$ cat src/rtl/mdix_pkg.sv
package mdix_pkg;
  typedef enum logic [3:0] {
    ST_ARM, ST_WAIT, ST_RD_LINK, ST_RD_ANC, ST_RD_SPD,
    ST_RD_ANER, ST_RD_ADV, ST_RD_LP, ST_FIN, ST_DONE, ST_FAIL
  } seq_state_e;

  localparam logic [4:0] PHY_LAN   = 5'd6;
  localparam logic [4:0] REG_BSR   = 5'd1;
  localparam logic [4:0] REG_ADV   = 5'd4;
  localparam logic [4:0] REG_LP    = 5'd5;
  localparam logic [4:0] REG_ANER  = 5'd6;
  localparam logic [4:0] REG_SCSR  = 5'd31;

  localparam int BIT_LINK  = 2;
  localparam int BIT_ANE   = 3;
  localparam int BIT_ANC   = 5;
  localparam int BIT_LPAN  = 0;
  localparam int BIT_PAUSE = 10;

  localparam logic [2:0] SPD_10H  = 3'd1;
  localparam logic [2:0] SPD_10F  = 3'd5;
  localparam logic [2:0] SPD_100H = 3'd2;
  localparam logic [2:0] SPD_100F = 3'd6;
endpackage

$ cat src/rtl/mdix_delay_timer.sv
module mdix_delay_timer #(
  parameter int CYCLES = 1000
) (
  input  logic clk_i,
  input  logic rst_ni,
  input  logic start_i,
  output logic expire_o
);
  localparam int CW = $clog2(CYCLES + 1);
  localparam logic [CW-1:0] LOAD = CW'(CYCLES - 1);

  logic [CW-1:0] cnt_q;
  logic          run_q;

  assign expire_o = run_q && (cnt_q == '0);

  always_ff @(posedge clk_i or negedge rst_ni) begin
    if (!rst_ni) begin
      cnt_q <= '0;
      run_q <= 1'b0;
    end else if (start_i) begin
      cnt_q <= LOAD;
      run_q <= 1'b1;
    end else if (run_q) begin
      if (cnt_q == '0) run_q <= 1'b0;
      else             cnt_q <= cnt_q - 1'b1;
    end
  end
endmodule

$ cat src/rtl/mdix_speed_decode.sv
module mdix_speed_decode
  import mdix_pkg::*;
(
  input  logic [2:0] code_i,
  output logic       fast_o,
  output logic       full_o
);
  always_comb begin
    fast_o = 1'b0;
    full_o = 1'b0;
    case (code_i)
      SPD_10H:  ;
      SPD_10F:  full_o = 1'b1;
      SPD_100H: fast_o = 1'b1;
      SPD_100F: begin fast_o = 1'b1; full_o = 1'b1; end
      default:  ;
    endcase
  end
endmodule

$ cat src/rtl/mdix_link_seq.sv
module mdix_link_seq
  import mdix_pkg::*;
#(
  parameter int RETRY_CYCLES = 200_000_000,
  parameter int MAX_RETRIES  = 100
) (
  input  logic        clk_i,
  input  logic        rst_ni,
  output logic        mdio_req_o,
  output logic [4:0]  mdio_phy_o,
  output logic [4:0]  mdio_reg_o,
  input  logic        mdio_ack_i,
  input  logic [15:0] mdio_rdata_i,
  output logic        xover_o,
  output logic [3:0]  status_o,
  output logic        done_o,
  output logic        fail_o
);
  localparam int RW = $clog2(MAX_RETRIES + 1);
  localparam logic [RW-1:0] LAST_TRY = RW'(MAX_RETRIES - 1);

  seq_state_e    state_q, state_d;
  logic [RW-1:0] retry_q;
  logic          xover_q, ane_q, fast_q, full_q, pause_q, done_q;
  logic [3:0]    status_q;
  logic          expire, dec_fast, dec_full, got;
  logic          unused_rdata;

  assign unused_rdata = ^{mdio_rdata_i[15:11], mdio_rdata_i[9:6], mdio_rdata_i[1]};

  mdix_delay_timer #(.CYCLES(RETRY_CYCLES)) i_timer (
    .clk_i    (clk_i),
    .rst_ni   (rst_ni),
    .start_i  (state_q == ST_ARM),
    .expire_o (expire)
  );

  mdix_speed_decode i_decode (
    .code_i (mdio_rdata_i[4:2]),
    .fast_o (dec_fast),
    .full_o (dec_full)
  );

  always_comb begin
    mdio_req_o = 1'b1;
    mdio_reg_o = REG_BSR;
    case (state_q)
      ST_RD_LINK, ST_RD_ANC: mdio_reg_o = REG_BSR;
      ST_RD_SPD:  mdio_reg_o = REG_SCSR;
      ST_RD_ANER: mdio_reg_o = REG_ANER;
      ST_RD_ADV:  mdio_reg_o = REG_ADV;
      ST_RD_LP:   mdio_reg_o = REG_LP;
      default:    mdio_req_o = 1'b0;
    endcase
  end

  assign mdio_phy_o = PHY_LAN;
  assign got        = mdio_req_o && mdio_ack_i;

  always_comb begin
    state_d = state_q;
    case (state_q)
      ST_ARM:     state_d = ST_WAIT;
      ST_WAIT:    if (expire) state_d = ST_RD_LINK;
      ST_RD_LINK: if (got) begin
        if (mdio_rdata_i[BIT_LINK]) state_d = ST_RD_ANC;
        else if (retry_q == LAST_TRY) state_d = ST_FAIL;
        else state_d = ST_ARM;
      end
      ST_RD_ANC:  if (got) state_d = mdio_rdata_i[BIT_ANC] ? ST_RD_SPD : ST_FIN;
      ST_RD_SPD:  if (got) state_d = ane_q ? ST_RD_ANER : ST_FIN;
      ST_RD_ANER: if (got) state_d = mdio_rdata_i[BIT_LPAN] ? ST_RD_ADV : ST_FIN;
      ST_RD_ADV:  if (got) state_d = mdio_rdata_i[BIT_PAUSE] ? ST_RD_LP : ST_FIN;
      ST_RD_LP:   if (got) state_d = ST_FIN;
      ST_FIN:     state_d = ST_DONE;
      default:    state_d = state_q;
    endcase
  end

  always_ff @(posedge clk_i or negedge rst_ni) begin
    if (!rst_ni) begin
      state_q  <= ST_ARM;
      retry_q  <= '0;
      xover_q  <= 1'b0;
      ane_q    <= 1'b0;
      fast_q   <= 1'b0;
      full_q   <= 1'b0;
      pause_q  <= 1'b0;
      status_q <= '0;
      done_q   <= 1'b0;
    end else begin
      state_q <= state_d;
      done_q  <= 1'b0;
      if (got) begin
        case (state_q)
          ST_RD_LINK: if (!mdio_rdata_i[BIT_LINK]) begin
            xover_q <= ~xover_q;
            retry_q <= retry_q + 1'b1;
          end
          ST_RD_ANC: ane_q <= mdio_rdata_i[BIT_ANE];
          ST_RD_SPD: begin
            fast_q <= dec_fast;
            full_q <= dec_full;
          end
          ST_RD_LP:  pause_q <= mdio_rdata_i[BIT_PAUSE];
          default: ;
        endcase
      end
      if (state_q == ST_FIN) begin
        status_q <= {pause_q, full_q, fast_q, 1'b1};
        done_q   <= 1'b1;
      end
    end
  end

  assign xover_o  = xover_q;
  assign status_o = status_q;
  assign done_o   = done_q;
  assign fail_o   = (state_q == ST_FAIL);
endmodule

$ cat config.mk
export PLATFORM = sky130hd
export DESIGN_NAME = mdix_link_seq
export DESIGN_NICKNAME = d
export VERILOG_FILES = /design/src/rtl/mdix_pkg.sv /design/src/rtl/mdix_delay_timer.sv /design/src/rtl/mdix_speed_decode.sv /design/src/rtl/mdix_link_seq.sv
export SDC_FILE = /design/constraint.sdc
export NUM_CORES = 1
export LEC_CHECK = 0
export BUFFER_PORTS_ARGS = -buffer_cell sky130_fd_sc_hd__buf_2
export CORE_ASPECT_RATIO = 0.7
export CORE_MARGIN = 1.5
export CORE_UTILIZATION = 40
export DETAILED_ROUTE_END_ITERATION = 12
export PLACE_DENSITY = 0.6
export SLEW_MARGIN = 20
export SYNTH_ARGS = -nofsm -noshare
export SYNTH_HDL_FRONTEND = slang
export SYNTH_SLANG_ARGS = --single-unit
$ cat constraint.sdc
create_clock -name clk_i -period 2.2 [get_ports clk_i]
set_input_delay 0.22 -clock clk_i [delete_from_list [all_inputs] [get_ports clk_i]]
set_output_delay 0.22 -clock clk_i [all_outputs]
set_load 0.005 [all_outputs]
== After elaboration in Yosys (flattened, before gate mapping) ==
Cells that the tools add are included.

* Register bits after elaboration: 50
* Bits in latches: 0
* ROM bits: 0
* Memories: 0
* Bits of input ports: 19
* Word-level logic and storage cells: 76
* Output and inout bits: 18
* Memory bits (writable): 0

* Bitwise logic cells: 2
* Add/sub/neg operators: 2
* Mux-type cells: 25
* Divide/modulo/power cells: 0
* Order comparisons: 0
* $mul: 0
* Shift-type cells: 0
* Reductions and logical operators: 15
* Equality and inequality tests: 21

{| class="wikitable"
|+ Operator list
! kind !! count
|-
| 28-bit two-way mux || 3
|-
| 4-bit two-way mux || 13
|-
| 4-bit case mux with 9 select lines || 1
|-
| 28-bit logical NOT || 1
|-
| 28-bit by 1-bit subtractor with 28-bit output, second input constant || 1
|-
| 5-bit case mux with 4 select lines || 1
|-
| 4-bit by 3-bit equality test with 1-bit output, second input constant || 4
|-
| 2-bit != test, second input constant || 7
|-
| 9-bit nonzero test || 1
|-
| 4-bit by 2-bit equality test with 1-bit output, second input constant || 2
|-
| 4-bit equality test, second input constant || 2
|-
| 2-bit AND reduction || 4
|-
| 8-bit AND reduction || 1
|-
| 7-bit by 1-bit adder with 7-bit output, second input constant || 1
|-
| 7-bit equality test, second input constant || 1
|-
| 1-bit two-way mux || 7
|-
| 3-bit equality test, second input constant || 2
|-
| 6-bit OR reduction || 1
|-
| 4-bit by 1-bit equality test with 1-bit output, second input constant || 1
|-
| 4-bit logical NOT || 1
|-
| 2-bit OR reduction || 2
|-
| 3-bit by 2-bit equality test with 1-bit output, second input constant || 1
|-
| 3-bit AND reduction || 1
|-
| 1-bit logical AND || 2
|-
| other kinds (3) || 4
|}

== Depth between registers and ports, before layout ==
Gate-level depths: netlist of run 1.

* Word-level depth: 6
* Depth in mapped cells: 8
* Depth with buffers taken out: 7

== By module ==
From an unflattened synthesis of run 1, not the netlist that was laid out.

* Cells, all modules: 280
* Area, all modules: 2,902.8 um^2

{| class="wikitable"
|+ Modules (own cells, without submodules)
! module !! cells an instance !! sequential area each (um^2) !! instances !! area each (um^2)
|-
| mdix_delay_timer || 165 || 725.7 || 1 || 1,645.3
|-
| mdix_link_seq || 112 || 525.5 || 1 || 1,229.9
|-
| mdix_speed_decode || 3 || 0.0 || 1 || 27.5
|}

== Worst setup path after synthesis of run 1 ==
Ideal clock, no wire load.

* Path type: flip-flop to flip-flop
* Start: reg i_timer.cnt_q[16]
* End: reg i_timer.cnt_q[25]
* Arrival time: 1,740 ps
* Clock period less this slack: 1,809 ps
* Path buffers: 0
* Stages on the path, launching flop included: 6
* Data required time: 2,131 ps
* Setup slack: 391 ps
* Setup time: 69 ps
* Cells stage by stage: dfrtp_1 nor4_4 nand2_2 or3_1 or4_1 nand3_1

* Longest elaborated chain between the ends: 4
* Elaborated cells on any way between the ends: 7
* Classes of those cells: add/sub: 1; eq/ne: 1; mux: 3; reduce/logical: 2

{| class="wikitable"
|+ RTL lines
! item !! RTL line !! text
|-
| start: declaration || mdix_delay_timer.sv:12 || <nowiki>logic [CW-1:0] cnt_q;</nowiki>
|-
| start signal: assignment || mdix_delay_timer.sv:26 || <nowiki>else cnt_q <= cnt_q - 1'b1;</nowiki>
|-
| 28-bit by 1-bit subtractor with 28-bit output || mdix_delay_timer.sv:26 ||
|-
| 28-bit two-way mux || mdix_delay_timer.sv:25 || <nowiki>if (cnt_q == '0) run_q <= 1'b0;</nowiki>
|-
| 28-bit two-way mux || mdix_delay_timer.sv:24 || <nowiki>end else if (run_q) begin</nowiki>
|-
| 28-bit two-way mux || mdix_delay_timer.sv:21 || <nowiki>end else if (start_i) begin</nowiki>
|}

Parallel ways exist; a longest one is shown, timed or not. The select of a mux whose other input is x is not followed.
A chain may end at the register's enable or synchronous reset.

== Worst setup path in the final report of run 1 ==
* Start: reg i_timer.cnt_q[6]
* End: reg i_timer.cnt_q[25]

The elaborated chain is that of the path after synthesis.

==> summary.txt, run 1 <==
SYNTHESIS
-------------------------------------------------------------------------------------
Number of synthesized register bits                                                50
Share of synthesized cell area in and, or, nand and nor gates                   25.9%
Mean post-synth cell area                                                    9.62 µm²
Portion of the post-synthesis area used by sequential elements                  44.7%
Dominant register cell in the synthesized netlist                             dfrtp_1
YS warnings                                                                         0
Synth Area in XOR/XNOR                                                          6.57%
Instance count of the mapped netlist                                              291
Fraction of the mapped netlist area in compound gates                           13.9%
Multiplexer fraction of the synthesized cell area                               3.53%
Post-synth design cell area                                                  2800 µm²
Number of unique standard cell types used by synthesis                             61
Area share of fa/ha/maj cells after synthesis                                   1.34%
EDFF count, synth                                                                   0
Async SR Flop Fraction                                                           100%
Dominant combinational cell family by area after synthesis               simple AND/OR/NAND/NOR gates

STA
-------------------------------------------------------------------------------------
Ratio of final minimum period to clock period                                   92.7%
Final period demand of the worst path                                         2.04 ns
Setup TNS                                                                        0 ns
Setup repair after global routing missed its margin                                no
Final worst clock skew                                                     0.00788 ns
Pins over their slew limit                                                          0
Total setup violations reported at the end of the flow                              0
Highest attainable clock frequency                                            490 MHz
Final hold viol count                                                               0

DRT
-------------------------------------------------------------------------------------
Antenna Violating Nets Remaining                                                    0
Iteration count of the initial detailed-routing pass                                4
Aggregate routed wire length                                                  5870 µm
Mean routed wirelength per cell                                               14.0 µm
Number of remaining DRC errors                                                      0
DRT iter0 DRCs                                                                    185
Via-per-instance ratio                                                           5.35
Via count                                                                        2237

DIE
-------------------------------------------------------------------------------------
Area of the core region                                                      6760 µm²
Horizontal extent of the die                                                   103 µm
Num ports                                                                          37
Cell row count                                                                     25
Initial Utilization                                                             41.4%
Total die area                                                               7520 µm²
Vertical extent of the die                                                      73 µm

CRITICAL PATH
-------------------------------------------------------------------------------------
RR Startpoint                                                            i_timer.cnt_q[6]
Req. time, crit path                                                          2.45 ns
Endpoint arrival time on the critical path                                    2.29 ns
R2r worst-path depth                                                                7
Reg-to-reg critical path endpoint                                        i_timer.cnt_q[25]
Type of the setup path with the least slack                              register to register
Worst reg-to-reg setup slack                                                  0.16 ns
Largest fanout on the critical path                                                10
CP Launch Type                                                               register
Sort of element at the end of the critical path                              register

CELLS AND AREA
-------------------------------------------------------------------------------------
Post-layout net count                                                             346
Number of antenna diodes                                                            0
Most frequent standard cell in the layout excluding fill and tap cells        dfrtp_1
Multi-input gate area                                                        1490 µm²
Fill count                                                                        658
Synth-to-Final Area Change                                                      15.5%
Share of cells above drive strength 1                                           21.6%
Commonest cells after routing, fill and taps aside                       dfrtp_1 (50), nand2_1 (32), nor2_1 (22), buf_2 (21), buf_4 (17)
Area taken by flip-flops and latches                                         1250 µm²

POWER
-------------------------------------------------------------------------------------
Worst ir drop on vdd                                                         0.315 mV
Final Power                                                                   3.40 mW
P per Cell Area                                                           1050 nW/µm²
Pleak                                                                         1.45 nW

GLOBAL ROUTING
-------------------------------------------------------------------------------------
Initial antenna violation count                                                     0
Gr ovfl total                                                                       0
Total track usage                                                               17.1%
Maximum number of pins on one net before global-route repair                       23
First-pass GRT wire length                                                    9960 µm
Via count of the first global-routing pass                                       2060

PLACEMENT
-------------------------------------------------------------------------------------
Count of input and output buffers                                                  21
DP Wirelength                                                                 4370 µm
Gpl congestion                                                                  0.818

MIN PATH
-------------------------------------------------------------------------------------
Worst hold stages                                                                   2
Worst Min Path Start                                                     mdio_rdata_i[3]
Worst Hold Path EP                                                              ane_q
Class of the tightest hold or removal check                              primary input to register

CLOCKING
-------------------------------------------------------------------------------------
H-tree lvl count                                                                    2
Clock latency on the worst-skew pair                                          0.31 ns
TritonCTS sink count                                                               50
Clock tree from TritonCTS                                                       built
Cell at the root of the clock tree                                           clkbuf_8
Max Root-Sink Buffers                                                               2
Cts bufs inserted                                                                   5
Clock transition at the registers of the reported paths                       0.09 ns

RUN
-------------------------------------------------------------------------------------
Max capacitance violation total                                                     0

OUTCOME
-------------------------------------------------------------------------------------
Result of the run                                                        finished, final reports clean

-- repair_timing --
item,CTS,global route
hold buffers,1,0
gates resized for setup,0,5
setup buffers,0,1
setup endpoints to repair,0,11
hold endpoints to repair,14,0
-- critical path, cell delays in order (launching register included) --
cell     delay, ns
dfrtp_1       0.44
nor4_4        0.33
buf_4         0.19
and4_4        0.24
o31ai_4       0.06
buf_4         0.17
or4_1         0.46
nand3_1       0.09
-- routing by layer --
metal  vias up  global-route usage (%)  wire, µm
met4         0                    5.71        82
met5         -                       0         0
met3         8                    3.26       246
met2        45                    22.7      2330
li1       1105                       -         -
met1      1079                    27.4      3210
-- synth_stat cells (2+ instances only) --
library cell,instances,area (µm²)
nor2b_1,6,37.5
o31a_1,2,17.5
nor3_1,10,50.1
a211oi_1,4,30.0
o31ai_2,2,25.0
conb_1,2,7.51
or2_2,5,31.3
nor2_1,22,82.6
a21oi_1,9,45.0
inv_1,6,22.5
clkbuf_1,8,30.0
nand4_1,8,50.1
mux2_2,7,78.8
a31oi_1,3,18.8
and3_1,6,37.5
nand2b_1,2,12.5
or3_1,9,56.3
xnor2_1,14,123
ha_1,3,37.5
o21ai_1,7,35.0
nand2_1,32,120
nor4_4,2,42.5
mux2i_1,2,20.0
buf_4,6,45.0
a2bb2oi_1,2,17.5
nand3b_1,2,15.0
nand3_1,10,50.1
o311ai_1,2,17.5
o211ai_1,4,30.0
dfrtp_1,50,1250
xor2_1,7,61.3
nor4_1,3,18.8
o21ai_0,6,30.0
-- state kept, by name (all words and copies together) (netlist names) --
signal	cells
retry_q	7
status_o	4
i_timer.run_q	1
ane_q	1
xover_o	1
fast_q	1
i_timer.cnt_q	28
pause_q	1
full_q	1
done_o	1
state_q	4
-- stage by stage --
step                instance area (µm²)  hold WS [ns]  util [%]  setup WS (ns)  std cells
floorplan                          2810       -0.0756         -          0.391        294
global placement                   3070         0.151      45.4          0.142        409
detailed placement                 3070         0.147      45.4         0.0669        409
CTS                                3190         0.172      47.3         0.0536        417
global route                       3230         0.184      47.9         0.0341        418
finish                             3230         0.184      47.9          0.161        418
-- cell families (layout without fill, tap and decap cells) --
| family | count (synthesis) | after routing |
|---|---|---|
| buf+inv | 22 | 52 |
| fa+ha+maj | 3 | 3 |
| simple gates | 130 | 130 |
| flops | 50 | 50 |
| other cells | 2 | 5 |
| compound gates | 54 | 54 |
| xor+xnor | 21 | 21 |
| mux | 9 | 9 |
-- worst max-delay path by stage --
stage                      start                end  slack [ns]  cells past startpoint
2_1_floorplan  i_timer.cnt_q[16]  i_timer.cnt_q[25]        0.39                      5
3_3_place_gp   i_timer.cnt_q[16]  i_timer.cnt_q[25]        0.14                      5
3_5_place_dp    i_timer.cnt_q[0]  i_timer.cnt_q[11]        0.07                      7
4_1_cts         i_timer.cnt_q[0]  i_timer.cnt_q[11]        0.05                      7
5_1_grt        i_timer.cnt_q[14]  i_timer.cnt_q[15]        0.03                      5
6_report        i_timer.cnt_q[6]  i_timer.cnt_q[25]        0.16                      7
-- power by group --
part           internal (mW)  switching [mW]  leakage (nW)
clock                  0.364           0.299        0.0573
sequential              1.19           0.344         0.639
combinational          0.559           0.642         0.756
total                   2.11            1.29          1.45
-- final cells by class --
| class | count | area share [%] |
|---|---|---|
| multi-input combinational | 222 | 46.0 |
| sequential | 50 | 38.7 |
| timing repair buffer | 39 | 7.50 |
| tap | 94 | 3.64 |
| clock buffer | 6 | 2.55 |
| clock inverter | 1 | 0.928 |
| inverter | 6 | 0.696 |
Power figures use the tool's default switching activity.
==> run 2, diff against run 1 <==
ABC_AREA = 1   (was default)
PLACE_DENSITY = 0.59   (was 0.6)
==> summary.txt, run 2 <==
POWER
-------------------------------------------------------------------------------------
Worst ir drop on vdd                                                         0.235 mV   was 0.315 mV
Final Power                                                                   1.85 mW   was 3.40 mW
P per Cell Area                                                            502 nW/µm²   was 1050 nW/µm²
Pleak                                                                         2.08 nW   was 1.45 nW

CELLS AND AREA
-------------------------------------------------------------------------------------
Multi-input gate area                                                        1770 µm²   was 1490 µm²
Fill count                                                                        811   was 658
Post-layout net count                                                             536   was 346
Most frequent standard cell in the layout excluding fill and tap cells        nand2_1   was dfrtp_1
Share of cells above drive strength 1                                           13.2%   was 21.6%
Synth-to-Final Area Change                                                      10.5%   was 15.5%
Area taken by flip-flops and latches                                         1250 µm²   unchanged
Largest Register                                                         i_timer.cnt_q   unchanged
Flip-flop count of the largest register after layout                               28   unchanged
Commonest cells after routing, fill and taps aside                       nand2_1 (171), nor2_1 (64), nand3_1 (60), inv_1 (57), dfrtp_1 (50)   was dfrtp_1 (50), nand2_1 (32), nor2_1 (22), buf_2 (21), buf_4 (17)
Number of antenna diodes                                                            0   unchanged
Largest registers ranked by flip-flop count                              i_timer.cnt_q (28), retry_q (7)   unchanged

STA
-------------------------------------------------------------------------------------
Setup repair after global routing missed its margin                                no   unchanged
Tightest hold margin                                                      -0.00241 ns   was 0.184 ns
Final period demand of the worst path                                         1.97 ns   was 2.04 ns
Total setup violations reported at the end of the flow                              0   unchanged
Ratio of final minimum period to clock period                                   89.7%   was 92.7%
Transition at the pin with the smallest max-transition slack                 0.763 ns
Setup TNS                                                                        0 ns   unchanged
Pins over their slew limit                                                          0   unchanged
Highest attainable clock frequency                                            507 MHz   was 490 MHz
Rel. slew slack                                                                 49.2%
Final hold viol count                                                               5   was 0
Final worst clock skew                                                     0.00930 ns   was 0.00788 ns

DIE
-------------------------------------------------------------------------------------
Total die area                                                               8900 µm²   was 7520 µm²
Horizontal extent of the die                                                   112 µm   was 103 µm
Num ports                                                                          37   unchanged
Area of the core region                                                      7970 µm²   was 6760 µm²
Vertical extent of the die                                                    79.4 µm   was 73 µm
Initial Utilization                                                             41.8%   was 41.4%
Cell row count                                                                     27   was 25

CRITICAL PATH
-------------------------------------------------------------------------------------
Endpoint arrival time on the critical path                                    2.13 ns   was 2.29 ns
Largest fanout on the critical path                                                27   was 10
Type of the setup path with the least slack                              register to register   unchanged
Req. time, crit path                                                          2.36 ns   was 2.45 ns
CP Launch Type                                                               register   unchanged
Sort of element at the end of the critical path                              register   unchanged

PLACEMENT
-------------------------------------------------------------------------------------
DP Wirelength                                                                 6070 µm   was 4370 µm
Count of input and output buffers                                                  21   unchanged
Gpl congestion                                                                  0.899   was 0.818

SYNTHESIS
-------------------------------------------------------------------------------------
Main area contributors after synthesis                                   dfrtp_1 (38%), nand2_1 (19%), nand3_1 (9.0%)   was dfrtp_1 (45%), xnor2_1 (4.4%), nand2_1 (4.3%)
EDFF count, synth                                                                   0   unchanged
Post-synth design cell area                                                  3330 µm²   was 2800 µm²
Portion of synthesized cell area occupied by the leading cell type              37.5%   was 44.7%
Dominant register cell in the synthesized netlist                             dfrtp_1   unchanged
Mean post-synth cell area                                                    6.77 µm²   was 9.62 µm²
Portion of the post-synthesis area used by sequential elements                  37.5%   was 44.7%
Cell taking the most area after synthesis                                     dfrtp_1   unchanged
Instance count of the mapped netlist                                              492   was 291
Async SR Flop Fraction                                                           100%   unchanged
Most frequent cells after synthesis                                      nand2_1 (171), nor2_1 (64), nand3_1 (60)   was dfrtp_1 (50), nand2_1 (32), nor2_1 (22)
Number of synthesized register bits                                                50   unchanged
Library cell with the highest instance count after synthesis                  nand2_1   was dfrtp_1
Number of unique standard cell types used by synthesis                             32   was 61
YS warnings                                                                         0   unchanged

GLOBAL ROUTING
-------------------------------------------------------------------------------------
Total track usage                                                               19.1%   was 17.1%
First-pass GRT wire length                                                   13500 µm   was 9960 µm
Maximum number of pins on one net before global-route repair                       33   was 23
Initial antenna violation count                                                     0   unchanged
Gr ovfl total                                                                       0   unchanged
Via count of the first global-routing pass                                       2654   was 2060

DRT
-------------------------------------------------------------------------------------
Aggregate routed wire length                                                  7990 µm   was 5870 µm
Antenna Violating Nets Remaining                                                    0   unchanged
Via count                                                                        3043   was 2237
Iteration count of the initial detailed-routing pass                                9   was 4
Via-per-instance ratio                                                           4.94   was 5.35
Number of remaining DRC errors                                                      4   was 0
Mean routed wirelength per cell                                               13.0 µm   was 14.0 µm
DRT iter0 DRCs                                                                    240   was 185

CLOCKING
-------------------------------------------------------------------------------------
Max Root-Sink Buffers                                                               2   unchanged
TritonCTS sink count                                                               50   unchanged
Cts bufs inserted                                                                   5   unchanged
H-tree lvl count                                                                    2   unchanged
Clock tree from TritonCTS                                                       built   unchanged
Clock latency on the worst-skew pair                                          0.29 ns   was 0.31 ns
CTS Hold Buffers Added                                                              0   was 1
Cell at the root of the clock tree                                          clkbuf_16   was clkbuf_8
Clock transition at the registers of the reported paths                       0.07 ns   was 0.09 ns

RUN
-------------------------------------------------------------------------------------
Max capacitance violation total                                                     0   unchanged

MIN PATH
-------------------------------------------------------------------------------------
Class of the tightest hold or removal check                              primary input to asynchronous set/reset pin   was primary input to register

OUTCOME
-------------------------------------------------------------------------------------
Result of the run                                                        finished with violations   was finished, final reports clean
Failing checks                                                           DRC, hold timing

run 2: cell types whose count changed in the layout (fill, tap and decap cells not counted), sizes merged, moves of 7 or more:
cell / before / now
nand3: 11 / 61
buf: 38 / 26
nand2: 33 / 179
nor3: 10 / 2
or3: 9 / 0
nor2: 22 / 74
inv: 6 / 60
mux2: 7 / 0
xnor2: 14 / 3
run 2: timing repair:
| action | 4_1_cts | 5_1_grt |
|---|---|---|
| setup buffers | 0 | 0 |
| setup endpoints to repair | 0 | 15 |
| gates resized for setup | 0 | 1 |
run 2: through the flow:
stage | setup slack, ns | utilization (%) | area (µm²) | hold WS (ns) | instances
global placement | 0.261 | 44.0 | 3500 | 0.338 | 608
detailed placement | 0.218 | 44.0 | 3500 | 0.342 | 608
global route | 0.0313 | 46.2 | 3680 | 0.0593 | 616
CTS | 0.184 | 46.1 | 3670 | 0.0230 | 616
finish | 0.227 | 46.2 | 3680 | -0.00241 | 616
floorplan | 0.576 | - | 3340 | -0.0756 | 495
run 2: routing by layer:
layer | global-route usage, % | routed length [µm] | up-vias
met5 | 0 | 0 | -
met4 | 3.04 | 51 | 0
met3 | 3.42 | 524 | 9
met2 | 25.3 | 3020 | 77
met1 | 31.8 | 4390 | 1391
li1 | - | - | 1566
run 2: area by class of cell:
cell class                 count  area share (%)
tap                          101            3.43
clock buffer                   5            3.40
clock inverter                 3            1.22
multi-input combinational    371            48.0
timing repair buffer          26            3.87
inverter                      60            6.11
sequential                    50            34.0
run 2: worst max-delay path, stage by stage (launching register included):
cell and delay, ns:
dfrtp_1 0.38, inv_1 0.15, ha_1 0.17, nand2_1 0.05
nor2_1 0.25, nand3_2 0.19, o21ai_4 0.27, nand2_8 0.19
nand2_1 0.10, o21ai_1 0.07
run 2: kinds of logic after synthesis:
kind of cell               synth area share, %
adders and majority gates                 1.13
other                                    0.225
DFF                                       37.5
xor gates and xnor gates                  2.10
buffers and inverters                     10.0
AOI/OAI and AO/OA                         5.29
and+or+nand+nor                           43.7
run 2: worst paths after layout:
path | start | end | slack (ns) | depth (start not counted)
hold reg to reg | status_o[0] | status_o[0] | 0.46 | 1
setup / recovery | i_timer.cnt_q[0] | i_timer.cnt_q[1] | 0.23 | 9
max in group asynchronous | rst_ni | retry_q[3] | 1.55 | 2
hold / removal | rst_ni | i_timer.cnt_q[7] | -0.002 | 1
min in group clk_i | mdio_rdata_i[3] | ane_q | 0.21 | 3
setup reg to reg | i_timer.cnt_q[0] | i_timer.cnt_q[1] | 0.23 | 9
run 2: power by group:
group	switching, mW	internal, mW
logic	0.0294	0.00939
clock network	0.352	0.536
registers	0.00124	0.920
total	0.383	1.47
==> run 3, diff against run 2 <==
CORE_UTILIZATION = 55   (was 40)
PLACE_DENSITY = 0.77   (was 0.59)
==> summary.txt, run 3 (synthesis results as in run 2) <==
DRT
-------------------------------------------------------------------------------------
Via-per-instance ratio                                                           5.27   was 4.94
Mean routed wirelength per cell                                               12.9 µm   was 13.0 µm
Antenna Violating Nets Remaining                                                    0   unchanged
Iteration count of the initial detailed-routing pass                                5   was 9
DRT iter0 DRCs                                                                    245   was 240
Via count                                                                        3112   was 3043
Aggregate routed wire length                                                  7630 µm   was 7990 µm
Number of remaining DRC errors                                                      0   was 4

DIE
-------------------------------------------------------------------------------------
Horizontal extent of the die                                                  96.0 µm   was 112 µm
Num ports                                                                          37   unchanged
Vertical extent of the die                                                    68.1 µm   was 79.4 µm
Area of the core region                                                      5780 µm²   was 7970 µm²
Cell row count                                                                     23   was 27
Total die area                                                               6540 µm²   was 8900 µm²
Initial Utilization                                                             57.6%   was 41.8%

GLOBAL ROUTING
-------------------------------------------------------------------------------------
Initial antenna violation count                                                     0   unchanged
Met1 track demand over resource in global routing                               38.9%   was 31.8%
Gr ovfl total                                                                       0   unchanged
Grt peak-use layer                                                               met1   unchanged
Met3 Track Usage GR                                                             5.44%   was 3.42%
Total track usage                                                               24.8%   was 19.1%
GR met2 Demand/Resource                                                         34.3%   was 25.3%
Via count of the first global-routing pass                                       2595   was 2654
First-pass GRT wire length                                                   12300 µm   was 13500 µm
Maximum number of pins on one net before global-route repair                       32   was 33

CRITICAL PATH
-------------------------------------------------------------------------------------
Req. time, crit path                                                          2.40 ns   was 2.36 ns
Largest fanout on the critical path                                                 7   was 27
Sort of element at the end of the critical path                              register   unchanged
RR Startpoint                                                            i_timer.cnt_q[0]   unchanged
Crit-path cells                                                          inv_1 -> ha_1 -> nand2_1 -> nor2_2 -> nand2_1 -> o21ai_0 -> nand2_1 -> nand3_1 -> nand2_1   was inv_1 -> ha_1 -> nand2_1 -> nor2_1 -> nand3_2 -> o21ai_4 -> nand2_8 -> nand2_1 -> o21ai_1
Type of the setup path with the least slack                              register to register   unchanged
CP Capture Point                                                         i_timer.cnt_q[26]   was i_timer.cnt_q[1]
Endpoint arrival time on the critical path                                    2.12 ns   was 2.13 ns
R2r worst-path depth                                                                9   unchanged
Worst reg-to-reg setup slack                                                  0.28 ns   was 0.23 ns
Reg-to-reg critical path endpoint                                        i_timer.cnt_q[26]   was i_timer.cnt_q[1]
WP depth                                                                            9   unchanged
Worst path buffer plus inverter count                                               1   unchanged
Slowest-stage cell, CP                                                        dfrtp_1   unchanged
Most frequent CP cell                                                         nand2_1   unchanged
Dominant delay contributor by cell family on the critical path           simple AND/OR/NAND/NOR gates   unchanged
CP Launch Type                                                               register   unchanged
CP startpoint                                                            i_timer.cnt_q[0]   unchanged
Delay of the slowest critical-path stage                                      0.38 ns   about the same

CLOCKING
-------------------------------------------------------------------------------------
Clock latency on the worst-skew pair                                          0.31 ns   was 0.29 ns
Cts bufs inserted                                                                   5   unchanged
Number of buffers added for setup after CTS                                         0   unchanged
Cell at the root of the clock tree                                           clkbuf_8   was clkbuf_16
Max Root-Sink Buffers                                                               2   unchanged
H-tree lvl count                                                                    2   unchanged
Cells resized by post-CTS repair                                                    0   unchanged
TritonCTS sink count                                                               50   unchanged
Clock tree from TritonCTS                                                       built   unchanged
Clock transition at the registers of the reported paths                       0.09 ns   was 0.07 ns

CELLS AND AREA
-------------------------------------------------------------------------------------
Multi-input gate area                                                        1760 µm²   was 1770 µm²
Number of antenna diodes                                                            0   unchanged
Largest registers ranked by flip-flop count                              i_timer.cnt_q (28), retry_q (7)   unchanged
Share of cells above drive strength 1                                           13.0%   was 13.2%
Area taken by flip-flops and latches                                         1250 µm²   unchanged
Fill count                                                                        530   was 811
Largest Register                                                         i_timer.cnt_q   unchanged
Most frequent standard cell in the layout excluding fill and tap cells        nand2_1   unchanged
Commonest cells after routing, fill and taps aside                       nand2_1 (171), nor2_1 (64), nand3_1 (60), inv_1 (57), dfrtp_1 (50)   unchanged
Post-layout net count                                                             536   unchanged
Synth-to-Final Area Change                                                      7.09%   was 10.5%
Flip-flop count of the largest register after layout                               28   unchanged
Final Non-Filler Cells                                                            590   was 616

PLACEMENT
-------------------------------------------------------------------------------------
DP Wirelength                                                                 5810 µm   was 6070 µm
Count of input and output buffers                                                  21   unchanged
Number of placed cells counting well taps                                         581   was 608
Gpl congestion                                                                  0.946   was 0.899

MIN PATH
-------------------------------------------------------------------------------------
Class of the tightest hold or removal check                              primary input to register   was primary input to asynchronous set/reset pin
Worst hold stages                                                                   3

POWER
-------------------------------------------------------------------------------------
Cell Int Power                                                                1.18 mW   was 1.47 mW
Relative contribution of the clock network to total power                       37.1%   was 48.1%
Flop pwr share                                                                  60.3%   was 49.8%
P per Cell Area                                                            428 nW/µm²   was 502 nW/µm²
Power dissipated by switching net loads                                        344 µW   was 383 µW
Pleak                                                                         2.05 nW   was 2.08 nW
Worst ir drop on vdd                                                         0.398 mV   was 0.235 mV
Comb power frac                                                                  2.6%   was 2.1%
Switching Fraction                                                              22.5%   was 20.7%

STA
-------------------------------------------------------------------------------------
Final hold viol count                                                               0   was 5
Ratio of final minimum period to clock period                                   87.3%   was 89.7%
Pins over their slew limit                                                          0   unchanged
Transition at the pin with the smallest max-transition slack                 0.518 ns   was 0.763 ns
Total setup violations reported at the end of the flow                              0   unchanged
Setup repair after global routing missed its margin                                no   unchanged
Setup TNS                                                                        0 ns   unchanged
Rel. slew slack                                                                 65.4%   was 49.2%
Final worst clock skew                                                     0.00984 ns   was 0.00930 ns
Highest attainable clock frequency                                            521 MHz   was 507 MHz
Final period demand of the worst path                                         1.92 ns   was 1.97 ns

RUN
-------------------------------------------------------------------------------------
Max capacitance violation total                                                     0   unchanged

OUTCOME
-------------------------------------------------------------------------------------
Result of the run                                                        finished, final reports clean   was finished with violations

[run 3: how the worst min path moves through the flow]
stage	startpoint	endpoint	slack, ns
after floorplan	rst_ni	ane_q	-0.08
after global placement	rst_ni	i_timer.cnt_q[21]	0.21
after detailed placement	rst_ni	i_timer.cnt_q[21]	0.21
after CTS	mdio_rdata_i[4]	full_q	0.18
after global routing	mdio_rdata_i[4]	full_q	0.20
final	mdio_rdata_i[4]	full_q	0.19
[run 3: cell type report]
cell class              count  share of cell area [%]
clock buffers               6                    2.31
clock inverters             2                   0.351
inverters                  60                    6.31
repair buffers             26                    4.07
multi-input cells         371                    49.3
flip-flops and latches     50                    35.1
well taps                  75                    2.63
[run 3: stage by stage]
stage	area [µm²]	utilization [%]	power [mW]	hold slack, ns	setup WS (ns)
floorplan	3340	-	0.952	-0.0756	0.576
global placement	3460	59.9	0.977	0.211	0.344
detailed placement	3460	59.9	0.978	0.214	0.287
CTS	3570	61.7	1.54	0.179	0.268
global route	3570	61.7	1.57	0.204	0.111
finish	3570	61.7	1.53	0.186	0.279
[run 3: tightest hold or removal path, delay by kind of cell]
family / cells / cell delay, ns
buffers and inverters: 1 / 0.07
AO/OA/AOI/OAI: 2 / 0.15
[run 3: power by group through the flow]
stage               Clock (mW)  Sequential (mW)  Combinational [mW]
global placement             0            0.938              0.0390
finish                   0.567            0.920              0.0394
detailed placement           0            0.938              0.0391
floorplan                    0            0.939              0.0136
global route             0.606            0.921              0.0472
CTS                      0.583            0.920              0.0406
[run 3: per-layer routing]
layer / wire length [µm] / up-vias / part of all wire, %
met2: 3070 / 111 / 40
met3: 569 / 8 / 7.5
met4: 60 / 0 / 0.79
li1: - / 1576 / -
met1: 3920 / 1417 / 51
met5: 0 / - / 0
[run 3: timing repair]
item	in CTS	in global routing
hold endpoints to repair	50	0
hold buffers	1	0
endpoints found under the setup margin	0	0
